**config.mk**
```make
export PLATFORM = sky130hd
export DESIGN_NAME = desc_walker
export DESIGN_NICKNAME = d
export VERILOG_FILES = /design/src/rtl/walk_pkg.sv /design/src/rtl/walk_hdr_sel.sv /design/src/rtl/walk_bound_chk.sv /design/src/rtl/walk_entry_class.sv /design/src/rtl/desc_walker.sv
export SDC_FILE = /design/constraint.sdc
export NUM_CORES = 1
export LEC_CHECK = 0
export BUFFER_PORTS_ARGS = -buffer_cell sky130_fd_sc_hd__buf_2
export CAP_MARGIN = 20
export CORE_AREA = 2 2 129 131
export DETAILED_ROUTE_END_ITERATION = 10
export DIE_AREA = 0 0 131 133
export PLACE_DENSITY_LB_ADDON = 0.12
export SKIP_LAST_GASP = 1
export SYNTH_ARGS = -nofsm -noshare
export SYNTH_HDL_FRONTEND = slang
export SYNTH_SLANG_ARGS = --single-unit
export TNS_END_PERCENT = 5
```
**constraint.sdc**
```tcl
create_clock -name clk -period 9.3 [get_ports clk]
set_input_delay 0 -clock clk [delete_from_list [all_inputs] [get_ports clk]]
set_output_delay 0 -clock clk [all_outputs]
set_load 0.1 [all_outputs]
```
**src/rtl/walk_pkg.sv**
```systemverilog
package walk_pkg;
   typedef enum logic [2:0] {
      ST_IDLE,
      ST_CHK,
      ST_LEN,
      ST_HDR,
      ST_B2,
      ST_B3,
      ST_OUT
   } walk_state_e;

   localparam logic [1:0] ERR_NONE     = 2'd0;
   localparam logic [1:0] ERR_OVERRUN  = 2'd1;
   localparam logic [1:0] ERR_PORT_LEN = 2'd2;

   localparam int IDX_W = 6;
endpackage

```
**src/rtl/walk_hdr_sel.sv**
```systemverilog
module walk_hdr_sel #(
   parameter int ADDR_W     = 13,
   parameter int HDR_LEGACY = 22,
   parameter int HDR_NEW    = 16,
   parameter int NEW_REV    = 3
) (
   input  logic [7:0]        rev,
   output logic [ADDR_W-1:0] hdr_size
);
   always_comb begin
      if (rev == 8'(NEW_REV)) hdr_size = ADDR_W'(HDR_NEW);
      else                    hdr_size = ADDR_W'(HDR_LEGACY);
   end
endmodule

```
**src/rtl/walk_bound_chk.sv**
```systemverilog
module walk_bound_chk #(
   parameter int ADDR_W = 13
) (
   input  logic [ADDR_W-1:0] pos,
   input  logic [ADDR_W-1:0] size,
   input  logic [7:0]        len,
   output logic              overrun
);
   localparam int SUM_W = ADDR_W + 1;

   logic [SUM_W-1:0] end_pos;
   logic [SUM_W-1:0] last_pos;

   always_comb begin
      end_pos  = {1'b0, pos} + SUM_W'(len);
      last_pos = {1'b0, pos} + SUM_W'(1);
      overrun  = (len == 8'd0) || (last_pos == {1'b0, size}) || (end_pos > {1'b0, size});
   end
endmodule

```
**src/rtl/walk_entry_class.sv**
```systemverilog
module walk_entry_class #(
   parameter int PORT_LEN = 8
) (
   input  logic [7:0] desc,
   input  logic [7:0] len,
   input  logic [5:0] max_port,
   output logic       is_port,
   output logic       skip,
   output logic       disabled,
   output logic       bad_len
);
   always_comb begin
      is_port  = desc[7];
      skip     = is_port && (desc[5:0] > max_port);
      disabled = is_port && !skip && desc[6];
      bad_len  = is_port && !skip && !desc[6] && (len != 8'(PORT_LEN));
   end
endmodule

```
**src/rtl/desc_walker.sv**
```systemverilog
module desc_walker
   import walk_pkg::*;
#(
   parameter int LEN_W      = 12,
   parameter int DATA_START = 13,
   parameter int HDR_LEGACY = 22,
   parameter int HDR_NEW    = 16,
   parameter int NEW_REV    = 3,
   parameter int PORT_LEN   = 8,
   localparam int ADDR_W    = $clog2((1 << LEN_W) + DATA_START)
) (
   input  logic              clk,
   input  logic              rst_n,
   input  logic              start,
   input  logic [7:0]        fmt_rev,
   input  logic [LEN_W-1:0]  data_len,
   input  logic [IDX_W-1:0]  max_port,
   output logic              rd_en,
   output logic [ADDR_W-1:0] rd_addr,
   input  logic [7:0]        rd_data,
   output logic              ent_valid,
   input  logic              ent_ready,
   output logic              ent_type,
   output logic [IDX_W-1:0]  ent_index,
   output logic              ent_disabled,
   output logic              ent_link,
   output logic              ent_has_dual,
   output logic [IDX_W-1:0]  ent_partner,
   output logic              done,
   output logic              err,
   output logic [1:0]        err_code
);
   // elaboration-time parameter checks
   if (LEN_W < 8 || LEN_W > 16) begin : g_bad_len_w
      $error("desc_walker: LEN_W must lie in 8..16");
   end
   if (PORT_LEN < 4 || PORT_LEN > 255) begin : g_bad_port_len
      $error("desc_walker: PORT_LEN must allow bytes 2 and 3");
   end
   if (HDR_LEGACY < DATA_START || HDR_NEW < DATA_START) begin : g_bad_hdr
      $error("desc_walker: header offsets must not precede the data start");
   end

   walk_state_e      state_q;
   logic [ADDR_W-1:0] pos_q;
   logic [ADDR_W-1:0] size_q;
   logic [7:0]        len_q;
   logic [7:0]        desc_q;
   logic              link_q;
   logic              dual_q;
   logic [IDX_W-1:0]  partner_q;

   logic [ADDR_W-1:0] hdr_size;
   logic [ADDR_W-1:0] next_pos;
   logic              overrun;
   logic              cls_port, cls_skip, cls_dis, cls_bad;

   walk_hdr_sel #(
      .ADDR_W(ADDR_W), .HDR_LEGACY(HDR_LEGACY), .HDR_NEW(HDR_NEW), .NEW_REV(NEW_REV)
   ) i_hdr_sel (
      .rev(fmt_rev), .hdr_size(hdr_size)
   );

   // the length byte arrives in ST_LEN, so it is checked straight off the read port
   walk_bound_chk #(.ADDR_W(ADDR_W)) i_bound (
      .pos(pos_q), .size(size_q), .len(rd_data), .overrun(overrun)
   );

   // the descriptor byte arrives in ST_HDR
   walk_entry_class #(.PORT_LEN(PORT_LEN)) i_class (
      .desc(rd_data), .len(len_q), .max_port(max_port),
      .is_port(cls_port), .skip(cls_skip), .disabled(cls_dis), .bad_len(cls_bad)
   );

   assign next_pos = pos_q + ADDR_W'(len_q);

   always_comb begin
      rd_en   = 1'b0;
      rd_addr = pos_q;
      unique case (state_q)
         ST_CHK: begin rd_en = 1'b1; rd_addr = pos_q;                 end
         ST_LEN: begin rd_en = 1'b1; rd_addr = pos_q + ADDR_W'(1);    end
         ST_HDR: begin rd_en = 1'b1; rd_addr = pos_q + ADDR_W'(2);    end
         ST_B2:  begin rd_en = 1'b1; rd_addr = pos_q + ADDR_W'(3);    end
         default: ;
      endcase
   end

   always_ff @(posedge clk or negedge rst_n) begin
      if (!rst_n) begin
         state_q   <= ST_IDLE;
         pos_q     <= '0;
         size_q    <= '0;
         len_q     <= '0;
         desc_q    <= '0;
         link_q    <= 1'b0;
         dual_q    <= 1'b0;
         partner_q <= '0;
         done      <= 1'b0;
         err       <= 1'b0;
         err_code  <= ERR_NONE;
      end else begin
         unique case (state_q)
            ST_IDLE: if (start) begin
               pos_q    <= hdr_size;
               size_q   <= ADDR_W'(data_len) + ADDR_W'(DATA_START);
               done     <= 1'b0;
               err      <= 1'b0;
               err_code <= ERR_NONE;
               state_q  <= ST_CHK;
            end
            ST_CHK: begin
               if (pos_q >= size_q) begin
                  done    <= 1'b1;
                  state_q <= ST_IDLE;
               end else begin
                  state_q <= ST_LEN;
               end
            end
            ST_LEN: begin
               len_q     <= rd_data;
               link_q    <= 1'b0;
               dual_q    <= 1'b0;
               partner_q <= '0;
               if (overrun) begin
                  err      <= 1'b1;
                  err_code <= ERR_OVERRUN;
                  state_q  <= ST_IDLE;
               end else begin
                  state_q <= ST_HDR;
               end
            end
            ST_HDR: begin
               desc_q <= rd_data;
               if (!cls_port)     state_q <= ST_OUT;
               else if (cls_skip) begin
                  pos_q   <= next_pos;
                  state_q <= ST_CHK;
               end
               else if (cls_dis)  state_q <= ST_OUT;
               else if (cls_bad) begin
                  err      <= 1'b1;
                  err_code <= ERR_PORT_LEN;
                  state_q  <= ST_IDLE;
               end
               else               state_q <= ST_B2;
            end
            ST_B2: begin
               link_q  <= rd_data[4];
               dual_q  <= rd_data[7];
               state_q <= ST_B3;
            end
            ST_B3: begin
               partner_q <= rd_data[IDX_W-1:0];
               state_q   <= ST_OUT;
            end
            ST_OUT: if (ent_ready) begin
               pos_q   <= next_pos;
               state_q <= ST_CHK;
            end
            default: state_q <= ST_IDLE;
         endcase
      end
   end

   assign ent_valid    = (state_q == ST_OUT);
   assign ent_type     = desc_q[7];
   assign ent_index    = desc_q[IDX_W-1:0];
   assign ent_disabled = desc_q[7] & desc_q[6];
   assign ent_link     = link_q;
   assign ent_has_dual = dual_q;
   assign ent_partner  = partner_q;
endmodule

```
After elaboration in Yosys (flattened, before gate mapping) --
Index checks and enable logic that the tools add are counted.
Cells by class: reductions and logical operators 22, eq/ne operators 18, $lt $le $gt $ge 3, bitwise logic cells 1, muxes and demuxes 36, add/subtract/negate cells 7
Operators with widths (number):
- $pmux W13 S3 | 2
- $mux W13 | 4
- $add A13 B2 Y13 const B | 2
- $mux W3 | 7
- $pmux W3 S7 | 1
- $mux W2 | 8
- $add A13 B1 Y14 const B | 1
- $add A13 B8 Y14 | 1
- $eq A14 B13 Y1 | 1
- $gt A14 B13 Y1 | 1
- $ne A2 B2 Y1 const B | 7
- $add A12 B4 Y13 const B | 1
- $add A13 B1 Y13 const B | 1
- $add A13 B8 Y13 | 1
- $ge A13 B13 Y1 | 1
- $pmux W6 S2 | 1
- $eq A3 B3 Y1 const B | 3
- $eq A8 B2 Y1 const B | 1
- $logic_not A8 Y1 | 1
- $mux W1 | 8
- $ne A8 B4 Y1 const B | 1
- $reduce_and A7 Y1 | 1
- $eq A3 B2 Y1 const B | 2
- $gt A6 B6 Y1 | 1
- 16 further kinds | 29
Storage, ports and cells: logic and storage cells 98, register bits 57, output and inout bits 35

Longest topological paths before layout --
depth in word-level cells 11, gate-level depth with buffers 17

By module --
A second synthesis with hierarchy kept.
Second synthesis, totals: cells, all modules 630, area total of the unflattened synthesis 5252.5 um^2
By module, submodules not included:
- desc_walker | area each 3788.6 um^2, instances 1, sequential area each 1426.4 um^2, cells each 423
- walk_bound_chk | area each 1146.1 um^2, instances 1, sequential area each 0.0 um^2, cells each 160
- walk_entry_class | area each 203.9 um^2, instances 1, sequential area each 0.0 um^2, cells each 30
- walk_hdr_sel | area each 113.9 um^2, instances 1, sequential area each 0.0 um^2, cells each 17

Worst setup path after synthesis --
OpenSTA, ideal clock, no wires.
path kind reg-to-reg, from register pos_q[0], to register err_code[0], clock period less this slack 4.146 ns, setup time 0.124 ns, arrival time 4.022 ns, path slack 5.154 ns, required time 9.176 ns, cell stages (with the launch flop) 17, path buffers 0, path through dfrtp_1 -> ha_1 -> fa_1 -> a21o_1 -> a21oi_1 -> nor2b_1 -> o21a_1 -> o41ai_1 -> xnor2_1 -> ha_1 -> a211o_1 -> o211ai_1 -> a21oi_1 -> a2111oi_2 -> o21ai_1 -> or3b_4 -> a211o_1
On the way: cells in the longest elaborated chain, start to end 6, elaborated cells between the ends (all ways) 8
RTL lines:
- start, declared | line desc_walker.sv:45 | logic [ADDR_W-1:0] pos_q;
- start signal, assigned | line desc_walker.sv:105 | pos_q <= hdr_size;
- start signal, assigned | line desc_walker.sv:137 | pos_q <= next_pos;
- start signal, assigned | line desc_walker.sv:158 | pos_q <= next_pos;
- parallel branches: the longest is 3 deep, another holds $add A13 B8 Y14
- $logic_or A1 B1 Y1 * | line walk_bound_chk.sv:17 | overrun = (len == 8'd0) || (last_pos == {1'b0, size}) || (end_pos > {1'b0, size});
- $ne A2 B1 Y1 (no source line) *
- $reduce_and A7 Y1 (no source line) *
- end signal, assigned | line desc_walker.sv:101 | err_code <= ERR_NONE;
- end signal, assigned | line desc_walker.sv:109 | err_code <= ERR_NONE;
- end signal, assigned | line desc_walker.sv:127 | err_code <= ERR_OVERRUN;
- end, declared | line desc_walker.sv:31 | output logic [1:0] err_code
Mark *: on every way between the ends. A chain may end at the register's enable or synchronous reset.

Worst setup path in the final report --
Same ends and word-level chain as after synthesis.

==> results.json <==
{
  "area_growth_pct": 20.2,
  "synth_area_leader_cell": "dfrtp_1",
  "hold_path_depth": 3,
  "cp-start-kind": "flop",
  "worstRegToRegCells": 16,
  "slew_viol_final": 0,
  "synth.area.top_cells": "dfrtp_1, ha_1, nand2_1",
  "clock_latency_ns": 0.34,
  "synth_edf_count": 0,
  "critical_path_arrival_ns": 4.81,
  "h-tree-depth": 3,
  "initial_core_util_pct": 30.2,
  "hold_path_class": "in -> reg",
  "endpoint_kind": "flop",
  "met2_usage_pct": 29.3,
  "grt_util_met1_pct": 23.9,
  "final_nets": 761,
  "gp_congestion": 0.857,
  "rsz0062_at_grt": "false",
  "drc": 0,
  "status": "completed",
  "max_freq_mhz": 218,
  "synth_nets": 690,
  "grt_max_degree": 58,
  "grt_usage_pct": 17.8,
  "ios": 73,
  "top_usage_layer": "met2",
  "slew_headroom_pct": 47.0,
  "setup_ws_ns": 4.71,
  "finalSetupViolCount": 0,
  "syn_area_per_cell_sq_um": 8.17,
  "dr_total_vias": 4414,
  "grt_pass1_wl_microns": 23700,
  "cts.clk_slew.worst_paths_ns": 0.05,
  "clock_skew_ns": 0.00301,
  "finalSetupTns_ns": 0,
  "viasPerCell": 4.94,
  "cts_max_path_buffers": 2,
  "clock-sinks": 57,
  "antenna_found_initial": 0,
  "worst_pin_slew_ns": 0.787,
  "fillCellCount": 1690,
  "timing.final.crit_period_ns": 4.59,
  "hpwl_microns": 11800,
  "met3_usage_pct": 3.64,
  "io_buffers": 72,
  "synthDistinctLibCells": 60,
  "drt-initial-drc-count": 223,
  "power.density_nw_per_um2": 390,
  "core_area_sq_um": 16200,
  "drt_wl_total_microns": 15000,
  "drt_pass1_iterations": 4,
  "die_h_microns": 133,
  "gr-total-overflow": 0,
  "syn_area_sq_um": 4880,
  "die_w_microns": 131,
  "synth_top_cell_area_share_pct": 29.2,
  "ant_nets": 0,
  "cts_tree": "yes",
  "grt_pass1_vias": 4359,
  "whs_ns": 0.00886,
  "hold_viol": 0,
  "num_antenna_cells": 0,
  "required_ns": 9.52,
  "cts_made_buffers": 9,
  "postCtsSetupBuffers": 0,
  "yosys_warnings": 0,
  "root_buffer": "clkbuf_16",
  "post_drt_wl_per_cell_microns": 16.8,
  "fp-row-count": 47,
  "cp_max_fo": 10,
  "ir_worst_vdd_v": 0.000254,
  "synth_flop_cell": "dfrtp_1",
  "p_leak_uw": 0.00271,
  "dieArea_sq_um": 17400,
  "synth-async-reset-ratio_pct": 100,
  "max_cap_viol_count": 0,
  "seq_area_frac_synth_pct": 29.2,
  "design_power_total_uw": 2290,
  "synthCells": 597,
  "final_layout_size_suffix_gt1_share_pct": 15.5,
  "yosys_register_bits": 57,
  "crit_type": "reg -> reg",
  "dp_slack_ns": 4.72,
  "period_share_pct": 49.4
}
[sequential cells by signal, summed over array words and instances, names as in the netlist]
register and cells:
desc_q 8, ent_partner 6, size_q 13, err_code 2, len_q 8, pos_q 13, ent_link 1, done 1
ent_has_dual 1, err 1, state_q 3
[through the flow]
| step | instance area, sq um | util, % | instances |
|---|---|---|---|
| floorplan | 4880 | - | 597 |
| global placement | 5390 | 33.3 | 861 |
| detailed placement | 5390 | 33.3 | 861 |
| CTS | 5870 | 36.3 | 893 |
| global route | 5870 | 36.3 | 893 |
| finish | 5870 | 36.3 | 893 |
[what timing repair did]
item,4_1_cts,5_1_grt
gates resized for setup,0,0
hold endpoints to repair,76,0
hold buffers,16,0
[placed cells by master, fill, tap and decap left out, types with 7 or more instances in the layout]
master	n
nand2_1	95
buf_2	72
dfrtp_1	57
ha_1	52
nor2_1	48
a21oi_1	35
xnor2_1	35
o21ai_0	35
inv_1	32
xor2_1	18
dlygate4sd3_1	16
nor3_1	14
nand3_1	14
o22ai_1	10
a21o_1	10
nand4_1	9
clkbuf_16	9
nand2b_1	7
[cell type report]
| class | instances | area, sq um | share of cell area (%) |
|---|---|---|---|
| Clock inverter | 7 | 95.1 | 1.62 |
| Sequential cell | 57 | 1430 | 24.3 |
| Clock buffer | 9 | 225 | 3.84 |
| Tap cell | 220 | 275 | 4.69 |
| Multi-Input combinational cell | 477 | 3180 | 54.2 |
| Inverter | 32 | 120 | 2.05 |
| Timing Repair Buffer | 91 | 543 | 9.26 |
[logic make-up after synthesis]
logic type	share of synthesized area, %
and+or+nand+nor	22.2
AOI/OAI and AO/OA	18.3
buffers and inverters	5.59
DFF	29.2
adders and majority gates	14.6
xor gates and xnor gates	9.51
muxes	0.667
[routing by layer]
metal	part of all wire [%]	up-vias	wire, microns
met5	0	-	0
met2	47	85	7090
li1	-	2240	-
met1	48	2079	7200
met4	1.1	0	171
met3	3.5	10	522
[path summary, 6_finish.rpt]
check                      slack [ns]             end   startpoint
max reg2reg                      4.71     err_code[0]     pos_q[0]
min reg2reg                      0.47       desc_q[5]    desc_q[5]
min in group asynchronous        0.36  ent_partner[3]        rst_n
max in group asynchronous        8.42        pos_q[8]        rst_n
max                              4.71     err_code[0]     pos_q[0]
min                             0.009       size_q[5]  data_len[5]
[cell usage after synthesis, types with 2 or more instances]
master and n:
a211o_1 3, a211oi_1 2, a21o_1 10, a21oi_1 35
a221oi_1 3, a22o_1 5, a311oi_1 2, a31oi_1 5
and2_1 4, and3_1 4, buf_2 11, buf_4 6
clkbuf_1 14, dfrtp_1 57, fa_1 3, ha_1 52
inv_1 32, mux2_2 2, nand2_1 95, nand2b_1 7
nand3_1 14, nand3b_1 3, nand4_1 9, nor2_1 48
nor2b_1 4, nor3_1 14, nor3b_1 4, nor4_1 5
nor4b_1 3, o21a_1 4, o21ai_0 35, o21bai_1 3
o22ai_1 10, o31a_1 2, o31ai_1 4, o41ai_1 4
or3_1 5, xnor2_1 35, xor2_1 18
[where the power goes]
part | switching, uW | internal (uW)
Sequential | 152 | 349
Combinational | 1020 | 418
Clock | 121 | 233
[critical path, cell delays in order, from the launching register on]
cell and delay (ns):
dfrtp_1 0.51, ha_1 0.29, fa_1 0.41, a21o_1 0.18, a21oi_1 0.21, nor2b_1 0.07
o21a_1 0.18, o41ai_1 0.57, xnor2_1 0.14, ha_1 0.22, a211o_1 0.28, o211ai_1 0.10
a21oi_1 0.11, a2111oi_2 0.35, o21ai_1 0.15, or3b_4 0.42, a211o_1 0.30
Power figures use the tool's default switching activity.
